### config.mk
export PLATFORM = sky130hd
export DESIGN_NAME = bus_pause_monitor
export DESIGN_NICKNAME = d
export VERILOG_FILES = /design/src/rtl/bmon_pkg.sv /design/src/rtl/bmon_sat_cnt.sv /design/src/rtl/bmon_run.sv /design/src/rtl/bmon_track.sv /design/src/rtl/bus_pause_monitor.sv
export SDC_FILE = /design/constraint.sdc
export NUM_CORES = 1
export LEC_CHECK = 0
export BUFFER_PORTS_ARGS = -buffer_cell sky130_fd_sc_hd__buf_2
export CELL_PAD_IN_SITES_DETAIL_PLACEMENT = 1
export CELL_PAD_IN_SITES_GLOBAL_PLACEMENT = 2
export CORE_UTILIZATION = 36
export CTS_CLUSTER_SIZE = 28
export DETAILED_ROUTE_END_ITERATION = 12
export PLACE_DENSITY_LB_ADDON = 0.1
export SYNTH_ARGS = -nofsm -noshare
export SYNTH_HDL_FRONTEND = slang
export SYNTH_SLANG_ARGS = --single-unit
### constraint.sdc
create_clock -name clk -period 2.4 [get_ports clk]
set_input_delay 0.24 -clock clk [delete_from_list [all_inputs] [get_ports clk]]
set_output_delay 0.24 -clock clk [all_outputs]
set_load 0.01 [all_outputs]
### src/rtl/bmon_pkg.sv
`timescale 1ns/1ps
package bmon_pkg;
  localparam logic [1:0] TR_IDLE = 2'b00;
  localparam logic [1:0] TR_WAIT = 2'b01;
  localparam logic [1:0] TR_NEW  = 2'b10;
  localparam logic [1:0] TR_NEXT = 2'b11;
  localparam logic [2:0] BT_OPEN = 3'b001;
  localparam int         BEAT_W  = 5;

  function automatic logic [BEAT_W-1:0] burst_beats(input logic [2:0] bt);
    case (bt)
      3'b010, 3'b011: burst_beats = 5'd4;
      3'b100, 3'b101: burst_beats = 5'd8;
      3'b110, 3'b111: burst_beats = 5'd16;
      default:        burst_beats = 5'd1;
    endcase
  endfunction
endpackage

### src/rtl/bmon_sat_cnt.sv
`timescale 1ns/1ps
module bmon_sat_cnt #(
  parameter int W = 16
) (
  input  logic         clk,
  input  logic         rst_n,
  input  logic         clr,
  input  logic         inc,
  output logic [W-1:0] q
);
  localparam logic [W-1:0] TOP = '1;

  always_ff @(posedge clk) begin
    if (!rst_n || clr) q <= '0;
    else if (inc && q != TOP) q <= q + 1'b1;
  end


  no_wrap_chk: assert property (@(posedge clk) disable iff (!rst_n)
    (q == TOP && !clr) |=> q == TOP);
endmodule

### src/rtl/bmon_run.sv
`timescale 1ns/1ps
module bmon_run #(
  parameter int LW = 8
) (
  input  logic          clk,
  input  logic          rst_n,
  input  logic          is_pause,
  input  logic [LW-1:0] limit,
  output logic          ev_long
);
  localparam logic [LW-1:0] RUN_TOP = '1;
  logic [LW-1:0] run_q;

  always_ff @(posedge clk) begin
    if (!rst_n || !is_pause) run_q <= '0;
    else if (run_q != RUN_TOP) run_q <= run_q + 1'b1;
  end

  assign ev_long = is_pause && (run_q >= limit);


  run_reset_chk: assert property (@(posedge clk) disable iff (!rst_n)
    !is_pause |=> run_q == '0);
endmodule

### src/rtl/bmon_track.sv
`timescale 1ns/1ps
module bmon_track
  import bmon_pkg::*;
#(
  parameter int AW = 32
) (
  input  logic          clk,
  input  logic          rst_n,
  input  logic [1:0]    htrans,
  input  logic [2:0]    hburst,
  input  logic [AW-1:0] haddr,
  input  logic          hready,
  output logic          in_burst,
  output logic          ev_done,
  output logic          ev_abandon,
  output logic          ev_addr_bad
);
  logic                open_q, open_d, fixed_q, fixed_d, armed_q, armed_d;
  logic                held_q, held_d;
  logic [AW-1:0]       hadr_q, hadr_d;
  logic [BEAT_W-1:0]   rem_q, rem_d, beats;

  assign beats = burst_beats(hburst);

  always_comb begin
    open_d = open_q; fixed_d = fixed_q; armed_d = armed_q;
    held_d = held_q; hadr_d = hadr_q; rem_d = rem_q;
    ev_done = 1'b0; ev_abandon = 1'b0; ev_addr_bad = 1'b0;
    if (hready) begin
      case (htrans)
        TR_IDLE: begin
          if (open_q && fixed_q) armed_d = 1'b1;
          else if (open_q) ev_done = 1'b1;
          open_d = 1'b0;
          held_d = 1'b0;
        end
        TR_NEW: begin
          if (open_q && !fixed_q) ev_done = 1'b1;
          if (armed_q) begin
            ev_abandon = 1'b1;
            armed_d = 1'b0;
          end
          held_d = 1'b0;
          if (hburst == BT_OPEN) begin
            open_d = 1'b1; fixed_d = 1'b0;
          end else if (beats > 5'd1) begin
            open_d = 1'b1; fixed_d = 1'b1; rem_d = beats - 5'd1;
          end else begin
            open_d = 1'b0;
          end
        end
        TR_NEXT: begin
          if (held_q && haddr != hadr_q) ev_addr_bad = 1'b1;
          held_d = 1'b0;
          if (open_q && fixed_q) begin
            rem_d = rem_q - 5'd1;
            if (rem_q == 5'd1) begin
              open_d = 1'b0; ev_done = 1'b1;
            end
          end
        end
        default: begin
          held_d = 1'b1;
          hadr_d = haddr;
        end
      endcase
    end
  end

  always_ff @(posedge clk) begin
    if (!rst_n) begin
      open_q <= 1'b0; fixed_q <= 1'b0; armed_q <= 1'b0;
      held_q <= 1'b0; hadr_q <= '0; rem_q <= '0;
    end else begin
      open_q <= open_d; fixed_q <= fixed_d; armed_q <= armed_d;
      held_q <= held_d; hadr_q <= hadr_d; rem_q <= rem_d;
    end
  end

  assign in_burst = open_q;


  burst_len_chk: assert property (@(posedge clk) disable iff (!rst_n)
    (open_q && fixed_q) |-> rem_q != '0);


  armed_idle_chk: assert property (@(posedge clk) disable iff (!rst_n)
    $rose(armed_q) |-> (!open_q && $past(htrans) == TR_IDLE));
endmodule

### src/rtl/bus_pause_monitor.sv
`timescale 1ns/1ps
module bus_pause_monitor
  import bmon_pkg::*;
#(
  parameter int AW    = 32,
  parameter int LW    = 8,
  parameter int CNT_W = 16
) (
  input  logic             clk,
  input  logic             rst_n,
  input  logic [1:0]       htrans,
  input  logic [2:0]       hburst,
  input  logic [AW-1:0]    haddr,
  input  logic             hready,
  input  logic [LW-1:0]    busy_limit,
  input  logic             reg_wr,
  input  logic [2:0]       reg_addr,
  input  logic [1:0]       reg_wdata,
  output logic [CNT_W-1:0] rd_data
);
  localparam int NCNT = 4;
  localparam int NFLG = 4;
  localparam logic [CNT_W-1:0] CMAX = '1;

  logic in_burst, ev_done, ev_abandon, ev_addr_bad, ev_long, is_pause;
  logic clr_c, clr_f;
  logic [NCNT-1:0]  cnt_inc;
  logic [CNT_W-1:0] cnt_q [NCNT];
  logic [NFLG-1:0]  flag_set, flags_q;

  assign is_pause = (htrans == TR_WAIT);
  assign clr_c    = reg_wr && reg_addr == 3'd7 && reg_wdata[0];
  assign clr_f    = reg_wr && reg_addr == 3'd7 && reg_wdata[1];

  bmon_track #(.AW(AW)) u_track (
    .clk(clk), .rst_n(rst_n), .htrans(htrans), .hburst(hburst),
    .haddr(haddr), .hready(hready), .in_burst(in_burst),
    .ev_done(ev_done), .ev_abandon(ev_abandon), .ev_addr_bad(ev_addr_bad));

  bmon_run #(.LW(LW)) u_run (
    .clk(clk), .rst_n(rst_n), .is_pause(is_pause),
    .limit(busy_limit), .ev_long(ev_long));

  assign cnt_inc  = {ev_abandon, ev_done, !hready, is_pause && hready};
  assign flag_set = {ev_long, ev_addr_bad, ev_abandon, is_pause && !in_burst};

  for (genvar i = 0; i < NCNT; i++) begin : g_cnt
    bmon_sat_cnt #(.W(CNT_W)) u_cnt (
      .clk(clk), .rst_n(rst_n), .clr(clr_c), .inc(cnt_inc[i]), .q(cnt_q[i]));
  end

  always_ff @(posedge clk) begin
    if (!rst_n || clr_f) flags_q <= '0;
    else flags_q <= flags_q | flag_set;
  end

  always_comb begin
    case (reg_addr)
      3'd0:    rd_data = cnt_q[0];
      3'd1:    rd_data = cnt_q[1];
      3'd2:    rd_data = cnt_q[2];
      3'd3:    rd_data = cnt_q[3];
      3'd4:    rd_data = CNT_W'(flags_q);
      default: rd_data = '0;
    endcase
  end


  flag_sticky_chk: assert property (@(posedge clk) disable iff (!rst_n)
    !clr_f |=> ((flags_q & $past(flags_q)) == $past(flags_q)));


  wait_inc_chk: assert property (@(posedge clk) disable iff (!rst_n)
    (!hready && !clr_c && cnt_q[1] != CMAX) |=> cnt_q[1] == $past(cnt_q[1]) + 1'b1);


  stray_pause_chk: assert property (@(posedge clk) disable iff (!rst_n)
    (is_pause && !in_burst && !clr_f) |=> flags_q[0]);
endmodule

## After elaboration in Yosys (flattened, before gate mapping)

Index checks and enable logic that the tools add are counted.

- Reduce and logical (&&, ||, !) cells: 36
- Order comparisons: 2
- Mux-type cells: 29
- Add/subtract/negate cells: 7
- Equality and inequality tests: 27
- Shifts and indexed selects: 0
- Div/mod/pow operators: 0
- Bitwise gates (word level): 2
- Multiply operators: 0

Operators with widths:

| operator | count |
|---|---|
| one-hot mux 16 bit (5 select lines) | 1 |
| adder 16 x 1 -> 16 bit, second input constant | 4 |
| != test 16 bit, second input constant | 4 |
| != test 32 bit | 1 |
| two-way mux 1 bit | 20 |
| equality test 3 bit, second input constant | 6 |
| two-way mux 5 bit | 3 |
| one-hot mux 5 bit (3 select lines) | 1 |
| logical AND 1 bit | 13 |
| equality test 3 x 2 -> 1 bit, second input constant | 4 |
| one-hot mux 5 bit (2 select lines) | 1 |
| subtractor 5 x 1 -> 5 bit, second input constant | 2 |
| adder 8 x 1 -> 8 bit, second input constant | 1 |
| >= comparator 8 bit | 1 |
| != test 2 x 1 -> 1 bit, second input constant | 4 |
| != test 8 bit, second input constant | 1 |
| equality test 3 x 1 -> 1 bit, second input constant | 2 |
| one-hot mux 1 bit (3 select lines) | 2 |
| AND reduction 3 bit | 2 |
| nonzero test 2 bit | 3 |
| OR reduction 2 bit | 3 |
| equality test 5 x 1 -> 1 bit, second input constant | 1 |
| greater-than comparator 5 x 1 -> 1 bit, second input constant | 1 |
| logical NOT 1 bit | 5 |
| other kinds (14) | 17 |

- Memories: 0
- Word-level logic and storage cells: 115
- Input bits: 54
- Output and inout port bits: 16
- Bits in writable memories: 0
- Bits in registers: 117
- Bits in latches: 0
- Memory bits (read-only): 0

## Depth between registers and ports, before layout

Gate-level depths: netlist (run 1).

- Depth after elaboration: 7
- Mapped depth: 8

## Cells and area by module

From an unflattened synthesis (run 1), not the netlist that was laid out.

- Cell total of the unflattened synthesis: 769
- Area total of the unflattened synthesis: 6804.0 um2

By module, submodules not included:

| module | area each (um2) | times used | cells an instance |
|---|---|---|---|
| bmon_sat_cnt | 862.1 | 4 | 94 |
| bmon_track | 2031.9 | 1 | 250 |
| bus_pause_monitor | 769.5 | 1 | 74 |
| bmon_run | 554.3 | 1 | 69 |

## Least setup slack after synthesis (run 1)

Ideal clock, no wire load.

- Path kind: reg-to-reg
- Start point: register u_track.rem_q[1]
- End point: register g_cnt[2].u_cnt.q[14]
- Setup time: 128 ps
- Path buffers: 1
- Period minus slack after synthesis: 1802 ps
- Stages on the path, launching flop included: 9
- Data required time: 2272 ps
- Slack: 598 ps
- Arrival time: 1675 ps
- Path through: dfxtp_1 > inv_1 > ha_1 > and4b_1 > a31oi_1 > buf_2 > nand4b_1 > xor2_1 > nor2_1

- Cells in the longest elaborated chain, start to end: 6

Ends and longest elaborated chain:

| element | RTL line | source |
|---|---|---|
| from (decl) | bmon_track.sv:21 | `logic [BEAT_W-1:0] rem_q, rem_d, beats;` |
| from (signal assigned) | bmon_track.sv:76 | `held_q <= held_d; hadr_q <= hadr_d; rem_q <= rem_d;` |
| equality test 5 x 1 -> 1 bit | bmon_track.sv:57 | `if (rem_q == 5'd1) begin` |
| two-way mux 1 bit | bmon_track.sv:57 |  |
| two-way mux 1 bit | bmon_track.sv:55 | `if (open_q && fixed_q) begin` |
| one-hot mux 1 bit (3 select lines) | bmon_track.sv:30 | `case (htrans)` |
| two-way mux 1 bit | bmon_track.sv:29 | `if (hready) begin` |
| logical AND 1 bit | bmon_sat_cnt.sv:15 | `else if (inc && q != TOP) q <= q + 1'b1;` |
| to (signal assigned) | bmon_sat_cnt.sv:15 |  |
| to (decl) | bmon_sat_cnt.sv:9 | `output logic [W-1:0] q` |

No other way between the ends.
A chain may end at the register's enable or synchronous reset.

## Final worst setup path (run 1)

- Start point: register g_cnt[0].u_cnt.q[0]
- End point: register g_cnt[0].u_cnt.q[0]

- Cells in the longest elaborated chain, start to end: 2
- Elaborated cells between the ends (all ways): 3

Ends and longest elaborated chain:

| element | RTL line |
|---|---|
| from (decl) | bmon_sat_cnt.sv:9 |
| from (signal assigned) | bmon_sat_cnt.sv:15 |
| parallel branches: the longest is 2 deep, another holds adder 16 x 1 -> 16 bit | n/a |

Parallel ways; which one is timed is not known.

==> metrics.txt, run 1 <==
Min-Delay Startpoint=haddr[19]; Worst EP arrival=2380 ps; Die Width=135 um; fin cells=1052; GRT Total Usage=21.0%; first-pass GRT wire length=29600 um; most common cell after layout, fill and taps aside=dfxtp_1; Comb pwr share=6.1%; Final setup viols=0; antenna violations before repair=0; yosys warns=0; origin of the critical flop-to-flop path=g_cnt[0].u_cnt.q[0]; CP Launch Type=register; worst hold endpoint=u_track.hadr_q[19]; Cells after Synth=742; Setup WS post-layout=326 ps; reg-to-reg slack, setup=330 ps; DP Cell Count=1020; total power per unit cell area=658 nW/um2; post-route antenna net violation count=0; Root Buffer=clkbuf_16; number of vias per cell=5.31; WS Path Type=register to register; FMAX=0.482 GHz; Mapped Area=6330 um2; capturing point of the worst reg2reg path=g_cnt[0].u_cnt.q[0]; Antenna Cells=0; Switching Fraction=22.6%; crit path time final=2070 ps; worst clock skew=9.84 ps; RSZ-0062 raised after global routing=false; Crit. End Element=register; setup TNS after final layout=0 ps; Final Hold Slack=84.0 ps; Post-synth ARST share=0%; area of the die=18100 um2; CTS sink count=117; H-tree Lvls=4; worst-path maximum fanout=7; Hold Path Class=primary input to register; Post-synth top flop=dfxtp_1; Post-Place Setup Slack=387 ps; Hold Path Cell Cnt=3; Max IR drop VDD=0.469 mV; required time worst endpoint=2710 ps; Leak=0.00286 uW; Mean Syn Cell Area=8.54 um2; Final Max Tran Viols=0; GRT overflow=0; Synth cell types=60; largest net degree at the start of global routing=43; R2R depth=6; Clk pwr share=53.5%; P_sw=1120 uW; Pint=3840 uW; Row Count=48; final hold violations=0; core area=17200 um2; Total Routed Length=18000 um; final-stage net count=883; layout cells sized above 1=17.4%; initial DRC count=290; max cap viols=0; commonest non-fill, non-tap cells in the layout=dfxtp_1 (117), nand2_1 (107), nor2_1 (74), buf_2 (69), xor2_1 (51); vias in the first global route=5769; clk_lat worst skew=420 ps; Vias=5587; Port Buffer Count=69; Post-CTS Hold Fix Bufs=0; relative slew slack=54.4%; Placer Congestion=0.787; Post-Route Utilization=43.7%; final period utilization=86.4%; Routed WL per cell=17.1 um; status=finished clean; post-synthesis register bit count=117; EDFF count, synth=0; total CTS buffers=17; sequential share of power=40.4%; Ports=70; CTS Buffer Depth=2; HPWL Detailed=13300 um; # DRC=0; Area Growth Syn to Fin=19.0%; CTS tree=built; Resized cells post-CTS=0; drt pass-1 iters=4; Die Span Y=135 um; Tightest Pin Transition=678 ps; Post-CTS Repair Setup Buffers=0; Initial Utilization=36.7%; Mapped Nets=811; register area share after synthesis=37.0%; Worst-path clk slew=60 ps
==> critical path, cell delays in order, from the launching register on <==
cell and delay, ps:
dfxtp_1 490, ha_1 260, inv_1 50, or4_1 680, o21ai_2 260, xor2_1 170, nor2_1 50
==> how the worst max path moves through the flow <==
stage                      endpoint           startpoint  cells past startpoint  slack (ps)
5_1_grt         g_cnt[2].u_cnt.q[4]  g_cnt[2].u_cnt.q[0]                      7         210
3_5_place_dp    g_cnt[0].u_cnt.q[3]  g_cnt[0].u_cnt.q[0]                      6         390
2_1_floorplan  g_cnt[2].u_cnt.q[14]     u_track.rem_q[1]                      8         600
3_3_place_gp    g_cnt[0].u_cnt.q[3]  g_cnt[0].u_cnt.q[0]                      6         390
4_1_cts         g_cnt[2].u_cnt.q[2]  g_cnt[2].u_cnt.q[0]                      7         350
6_report        g_cnt[0].u_cnt.q[0]  g_cnt[0].u_cnt.q[0]                      6         330
==> power by group through the flow <==
stage	registers, uW	clock network, uW	logic [uW]
2_1_floorplan	2040	0	186
3_3_place_gp	2040	0	298
3_5_place_dp	2050	0	307
4_1_cts	2000	2710	310
5_1_grt	2010	2800	342
6_report	2000	2650	305
==> flip-flops by register name, summed over array words and instances, names as in the netlist <==
register and flops:
u_track.held_q 1, u_track.rem_q 5, g_cnt.u_cnt.q 64, u_run.run_q 8, u_track.armed_q 1, u_track.fixed_q 1
u_track.hadr_q 32, u_track.in_burst 1, flags_q 4
==> final cells by class <==
class | count | area (um2)
flip-flops and latches | 117 | 2340
repair buffers | 85 | 465
inverters | 20 | 75.1
well taps | 225 | 282
clock inverters | 8 | 121
clock buffers | 24 | 492
fillers | 2065 | 9700
multi-input cells | 573 | 3760
==> metrics by stage <==
stage	power, uW	area (um2)
after floorplan	2220	6330
after global placement	2340	6920
after detailed placement	2350	6920
after CTS	5020	7540
after global routing	5150	7540
final	4960	7540
==> layer usage <==
metal	up-vias	track usage (%)	share of wire [%]	wire [um]
met5	-	0	0	0
met4	0	4.81	0.82	147
met3	15	4.54	3.5	623
met2	91	34.9	47	8390
met1	2714	27.8	49	8800
li1	2767	-	-	-
==> cell usage after synthesis (3+ instances only) <==
master | instances | area [um2]
and2_1 | 4 | 25.0
nand2b_1 | 3 | 18.8
xor2_1 | 51 | 447
nor4_1 | 20 | 125
a211oi_1 | 3 | 22.5
dfxtp_1 | 117 | 2340
nand3_1 | 24 | 120
or4_1 | 3 | 22.5
clkbuf_1 | 17 | 63.8
and3_1 | 10 | 62.6
buf_2 | 10 | 50.1
mux2_2 | 4 | 45.0
nor3b_1 | 4 | 30.0
o21ai_2 | 3 | 26.3
nor3_1 | 26 | 130
nor2b_1 | 17 | 106
a21boi_0 | 37 | 278
o22ai_1 | 4 | 25.0
mux4_2 | 11 | 248
nor2_1 | 74 | 278
nand4_1 | 20 | 125
inv_1 | 20 | 75.1
ha_1 | 15 | 188
xnor2_1 | 33 | 289
mux2i_1 | 3 | 30.0
a21oi_1 | 15 | 75.1
o211ai_1 | 4 | 30.0
nand4b_1 | 3 | 26.3
or3_1 | 7 | 43.8
o21ai_0 | 16 | 80.1
and4b_1 | 4 | 40.0
nand2_1 | 108 | 405
a31oi_1 | 9 | 56.3
a22oi_1 | 8 | 60.1
==> logic make-up after synthesis <==
family / share of synthesized area [%]
compound gates: 12.3
xor+xnor: 11.6
fa+ha+maj: 2.96
buf+inv: 3.69
flops: 37.0
mux: 5.51
simple gates: 26.9
Note: power is estimated with default switching activity, not from simulation.
==> run 2: changes to the inputs <==
Settings changed: ABC_CLOCK_PERIOD_IN_PS set to 2550, CORE_UTILIZATION 36 to 39.
Clock period 2.4 ns to 2.55 ns, I/O delays scaled along.
==> run 2 against run 1 <==
Against the previous run:
- sequential power fell by 6%
- clock power decreased by 6%
- sequential cell count is the same
- die area shrank 7.6%
- non-clock buffer count fell by 3
- hold slack improved by 17 ps
- cell count down 1.1%
- count of clock-buffer cells in the layout unchanged
- worst setup slack gained 170 ps
- wire length up 0.51%
- critical path depth decreased by 1
- critical endpoint unchanged
- highest routed layer unchanged
==> metrics.txt, run 2 (synthesized netlist as in run 1, its figures left out) <==
Hold Path Class=primary input to register; sequential cell area=2340 um2 (unchanged); GRT Total Usage=22.8% (+1.8 points); total CTS buffers=17 (unchanged); GRT overflow=0 (unchanged); Final Max Tran Viols=0 (unchanged); max cap viols=0 (unchanged); Die Span Y=129 um (-3.9%); # DRC=0 (unchanged); busiest grt layer=met2; GR met3 Demand/Resource=4.25% (-0.29 points); Pint=3640 uW (-5.3%); area of the die=16800 um2 (-7.6%); Switching Fraction=22.1% (-0.46 points); H-tree Lvls=4 (unchanged); CP cell instances=nand4_2 > or4_1 > o21ai_2 > xor2_1 > nor2_1; Area Growth Syn to Fin=18.6%; antenna violations before repair=0 (unchanged); commonest non-fill, non-tap cells in the layout=dfxtp_1 (117), nand2_1 (107), nor2_1 (74), buf_2 (69), xor2_1 (51); CP Launch Type=register; final period utilization=80.6% (-5.8 points); Root Buffer=clkbuf_16; met1 track demand over resource=30.6% (+2.8 points); max reg flops=64 (unchanged); Crit. End Element=register; Final setup viols=0 (unchanged); total power per unit cell area=622 nW/um2 (-5.6%); CTS sink count=117 (unchanged); Ports=70 (unchanged); required time worst endpoint=2850 ps (+140 ps); largest registers=g_cnt.u_cnt.q: 64 flops, u_track.hadr_q: 32 flops, u_run.run_q: 8 flops; Routed WL per cell=17.4 um (+1.7%); vias in the first global route=5643 (-2.2%); Comb pwr share=6.0% (about the same); status=finished clean; most common cell after layout, fill and taps aside=dfxtp_1; Clk pwr share=53.6% (about the same); Initial Utilization=39.9% (+3.1 points); first-pass GRT wire length=29200 um (-1.1%); P_sw=1030 uW (-7.8%); number of vias per cell=5.37 (+1.1%); Antenna Cells=0 (unchanged); area of the multi-input gates=3760 um2 (unchanged); Total Routed Length=18000 um (+0.51%); core area=15900 um2 (-7.8%); Worst-path clk slew=60 ps (about the same); post-route antenna net violation count=0 (unchanged); final-stage net count=880 (-0.34%); worst-path maximum fanout=7 (unchanged); Final Hold Slack=101 ps (+17.1 ps); relative slew slack=57.8% (+3.4 points); initial DRC count=299 (+3.1%); Placer Congestion=0.876 (+11%); Port Buffer Count=69 (unchanged); clk_lat worst skew=420 ps (about the same); CTS Buffer Depth=2 (unchanged); Tightest Pin Transition=627 ps (-51.2 ps); cell area after layout=7510 um2 (-0.33%); slowest stage cell, crit path=or4_1; Max IR drop VDD=0.470 mV (+0.23%); FMAX=0.487 GHz (+0.94%); fillcell total=1931 (-6.5%); setup TNS after final layout=0 ps (unchanged); Biggest register=g_cnt.u_cnt.q; worst clock skew=11.1 ps (+1.23 ps); met2 Usage GRT=37.2% (+2.3 points); Post-CTS Hold Fix Bufs=0 (unchanged); worst stage delay on the critical path=730 ps (+50 ps); crit path time final=2050 ps (-19.3 ps); Row Count=46 (-4.2%); Post-CTS Repair Setup Buffers=0 (unchanged); sequential share of power=40.4% (about the same); CTS tree=built; WS Path Type=register to register; largest net degree at the start of global routing=38 (-12%); Leak=0.00285 uW (-0.46%); Vias=5585 (-0.036%); final hold violations=0 (unchanged); drt pass-1 iters=4 (unchanged); Worst EP arrival=2350 ps (-30 ps); Placed Area=6890 um2 (-0.49%); RSZ-0062 raised after global routing=false; HPWL Detailed=13600 um (+2.1%); layout cells sized above 1=17.2% (-0.18 points); Resized cells post-CTS=0 (unchanged); Die Width=129 um (-3.9%)
## run 2: final cells by class
| class | instances | area share, % |
|---|---|---|
| multi-input combinational | 573 | 50.1 |
| sequential | 117 | 31.2 |
| clock buffer | 24 | 6.68 |
| timing repair buffer | 82 | 5.90 |
| tap | 216 | 3.60 |
| clock inverter | 8 | 1.60 |
| inverter | 20 | 0.999 |
## run 2: power by group through the flow
stage                     clock [uW]  combinational (uW)  sequential (uW)
after floorplan                    0                 175             1920
after global placement             0                 270             1920
after detailed placement           0                 284             1920
after CTS                       2560                 286             1880
after global routing            2640                 314             1890
final                           2500                 280             1890
## run 2: metal layers
layer / up-vias / part of all wire, % / wire length [um]
li1: 2758 / - / -
met5: - / 0 / 0
met4: 0 / 1.0 / 183
met2: 74 / 48 / 8620
met1: 2739 / 49 / 8760
met3: 14 / 2.7 / 485
## run 2: critical path, delay by kind of cell, from the launching register on
kind                      cells  cell delay (ps)
xor gates and xnor gates      1              170
DFF                           1              510
and+or+nand+nor               3              990
AOI/OAI and AO/OA             1              280
## run 2: final timing paths
check | start | end | slack (ps) | depth (start not counted)
setup / recovery | g_cnt[0].u_cnt.q[6] | g_cnt[0].u_cnt.q[0] | 500 | 5
hold reg to reg | u_track.hadr_q[26] | u_track.hadr_q[26] | 470 | 2
setup reg to reg | g_cnt[0].u_cnt.q[6] | g_cnt[0].u_cnt.q[0] | 500 | 5
hold / removal | haddr[4] | u_track.hadr_q[4] | 100 | 3
## run 2: metrics by stage
stage	total power, uW	cells	setup slack (ps)	util (%)
after floorplan	2090	742	748	-
after global placement	2190	1008	539	43.4
after detailed placement	2210	1008	519	43.4
after CTS	4730	1040	505	47.3
after global routing	4850	1040	366	47.3
final	4670	1040	495	47.3
==> run 3: changes to the inputs <==
Settings changed: ABC_CLOCK_PERIOD_IN_PS 2550 to 1950, CORE_UTILIZATION 39 to 36.
Clock period 2.55 ns to 1.95 ns, I/O delays scaled along.
==> run 3 against run 2 <==
Against the previous run:
- clock skew down 5.6 ps
- via count rose by 2.9%
- worst setup slack worse by 430 ps
- utilization shrank 1.5 points
- wire length grew 2.7%
- die area grew 8.2%
- cell count is 3.6% higher
- global-route usage decreased by 1.1 points
- register-to-register slack got worse by 420 ps
- critical path depth shrank 1
- clock power increased by 44%
==> metrics.txt, run 3 (synthesized netlist as in run 1, its figures left out) <==
fillcell total=2029 (+5.1%); Buf/Inv on CP=2 (+2); GRT overflow=0 (unchanged); Port Buffer Count=69 (unchanged); Hold Path Class=primary input to register; first-pass GRT wire length=30200 um (+3.3%); Tightest Pin Transition=490 ps (-137 ps); CP cell instances=buf_4 > mux4_1 > nor2b_1 > buf_2; final period utilization=96.5%; # DRC=0 (unchanged); relative slew slack=66.5% (+8.7 points); Die Span Y=135 um (+4.0%); R2R depth=5 (unchanged); total power per unit cell area=818 nW/um2 (+32%); Setup crit start=g_cnt[2].u_cnt.q[6]; GRT Total Usage=21.7% (-1.1 points); Final setup viols=0 (unchanged); most common cell after layout, fill and taps aside=dfxtp_1; Biggest register=g_cnt.u_cnt.q; Ports=70 (unchanged); busiest grt layer=met2; Root Buffer=clkbuf_16; layout cells sized above 1=22.1% (+4.8 points); post-route antenna net violation count=0 (unchanged); Worst-path clk slew=50 ps (about the same); Final Max Tran Viols=0 (unchanged); max cap viols=0 (unchanged); required time worst endpoint=1750 ps (-1100 ps); WS Path Type=register to output port; Vias=5747 (+2.9%); status=finished clean; worst-path maximum fanout=5 (-2); clk_lat worst skew=420 ps (about the same); setup TNS after final layout=0 ps (unchanged); number of vias per cell=5.34 (-0.63%); H-tree Lvls=4 (unchanged); max reg flops=64 (unchanged); drt pass-1 iters=4 (unchanged); vias in the first global route=5933 (+5.1%); largest net degree at the start of global routing=42 (+11%); capturing point of the worst reg2reg path=g_cnt[2].u_cnt.q[11]; CP Launch Type=register; Antenna Cells=0 (unchanged); largest registers=g_cnt.u_cnt.q: 64 flops, u_track.hadr_q: 32 flops, u_run.run_q: 8 flops; CTS tree=built; Area Growth Syn to Fin=24.6%; Routed WL per cell=17.2 um (-0.78%); commonest non-fill, non-tap cells in the layout=dfxtp_1 (110), nand2_1 (107), nor2_1 (74), buf_2 (69), xor2_1 (51); Post-CTS Hold Fix Bufs=0 (unchanged); area of the die=18100 um2 (+8.2%); met2 Usage GRT=35.9% (-1.3 points); core area=17200 um2 (+8.5%); initial DRC count=271 (-9.4%); final-stage net count=909 (+3.3%); Max IR drop VDD=0.578 mV (+23%); Final Hold Slack=38.8 ps (-62.3 ps); GR met3 Demand/Resource=3.64% (-0.61 points); origin of the critical flop-to-flop path=g_cnt[2].u_cnt.q[9]; crit path to=rd_data[6]; area of the multi-input gates=3810 um2 (+1.4%); FMAX=0.532 GHz; worst clock skew=5.44 ps (-5.64 ps); met1 track demand over resource=28.4% (-2.2 points); Worst EP arrival=1690 ps (-660 ps); CTS Buffer Depth=2 (unchanged); CTS sink count=117 (unchanged); slowest stage cell, crit path=mux4_1; Leak=0.00304 uW (+6.8%); Stages on worst setup path=4 (-1); reg-to-reg slack, setup=80 ps (-420 ps); Total Routed Length=18500 um (+2.7%); total CTS buffers=17 (unchanged); HPWL Detailed=14100 um (+3.2%); Die Width=135 um (+4.0%); Placer Congestion=0.792 (-9.5%); final hold violations=0 (unchanged); crit path time final=1880 ps; sequential cell area=2350 um2 (+0.37%); Initial Utilization=36.7% (-3.1 points); family with the most delay on the worst path=multiplexers; Crit. End Element=output port; Row Count=48 (+4.3%); antenna violations before repair=0 (unchanged); worst stage delay on the critical path=490 ps (-240 ps)
==> run 3: cell types whose count changed in the layout (fill, tap and decap cells not counted), sizes merged <==
cell / previous run / this run
clkbuf: 24 / 21
bufinv: 3 / 6
buf: 82 / 111
clkinvlp: 2 / 0
clkinv: 3 / 4
==> run 3: worst register-to-register path: stages, from the launching register on <==
cell and delay (ps):
dfxtp_1 430, nand4_1 210, or3_1 490, nor4_1 390, xnor2_1 170, nor2_1 60
==> run 3: stage by stage <==
stage	util [%]	worst slack, ps	instances	cell area (um2)	total power, uW
2_1_floorplan	-	148	742	6330	2740
3_3_place_gp	41.4	129	1044	7140	2900
3_5_place_dp	41.4	43.9	1044	7140	2910
4_1_cts	45.3	16.9	1075	7810	6540
5_1_grt	45.8	-44.7	1077	7890	6680
6_report	45.8	68.8	1077	7890	6450
==> run 3: area by class of cell <==
cell class	instances	area share, %
timing repair buffer	111	8.85
clock inverter	10	2.54
tap	225	3.57
sequential	117	29.8
clock buffer	21	5.96
multi-input combinational	573	48.3
inverter	20	0.952
==> run 3: worst min path at each step <==
stage	from	end	slack, ps	cells after the start
2_1_floorplan	haddr[0]	u_track.hadr_q[0]	340	2
3_3_place_gp	flags_q[1]	flags_q[1]	460	2
3_5_place_dp	flags_q[1]	flags_q[1]	460	2
4_1_cts	haddr[21]	u_track.hadr_q[21]	20	3
5_1_grt	haddr[7]	u_track.hadr_q[7]	50	3
6_report	haddr[21]	u_track.hadr_q[21]	40	3
==> run 3: layer usage <==
layer / up-vias / routed length, um
met1: 2804 / 8630
li1: 2824 / -
met3: 21 / 814
met5: - / 0
met2: 98 / 8810
met4: 0 / 292
==> run 3: power breakdown <==
group	internal [uW]	switching, uW
clock network	2480	1110
logic	167	228
registers	2430	31.7
total	5080	1370
==> run 3: repair_timing <==
item                                    CTS  global route
endpoints found under the setup margin    0            14
setup buffers                             0             2
resized for setup                         0            17
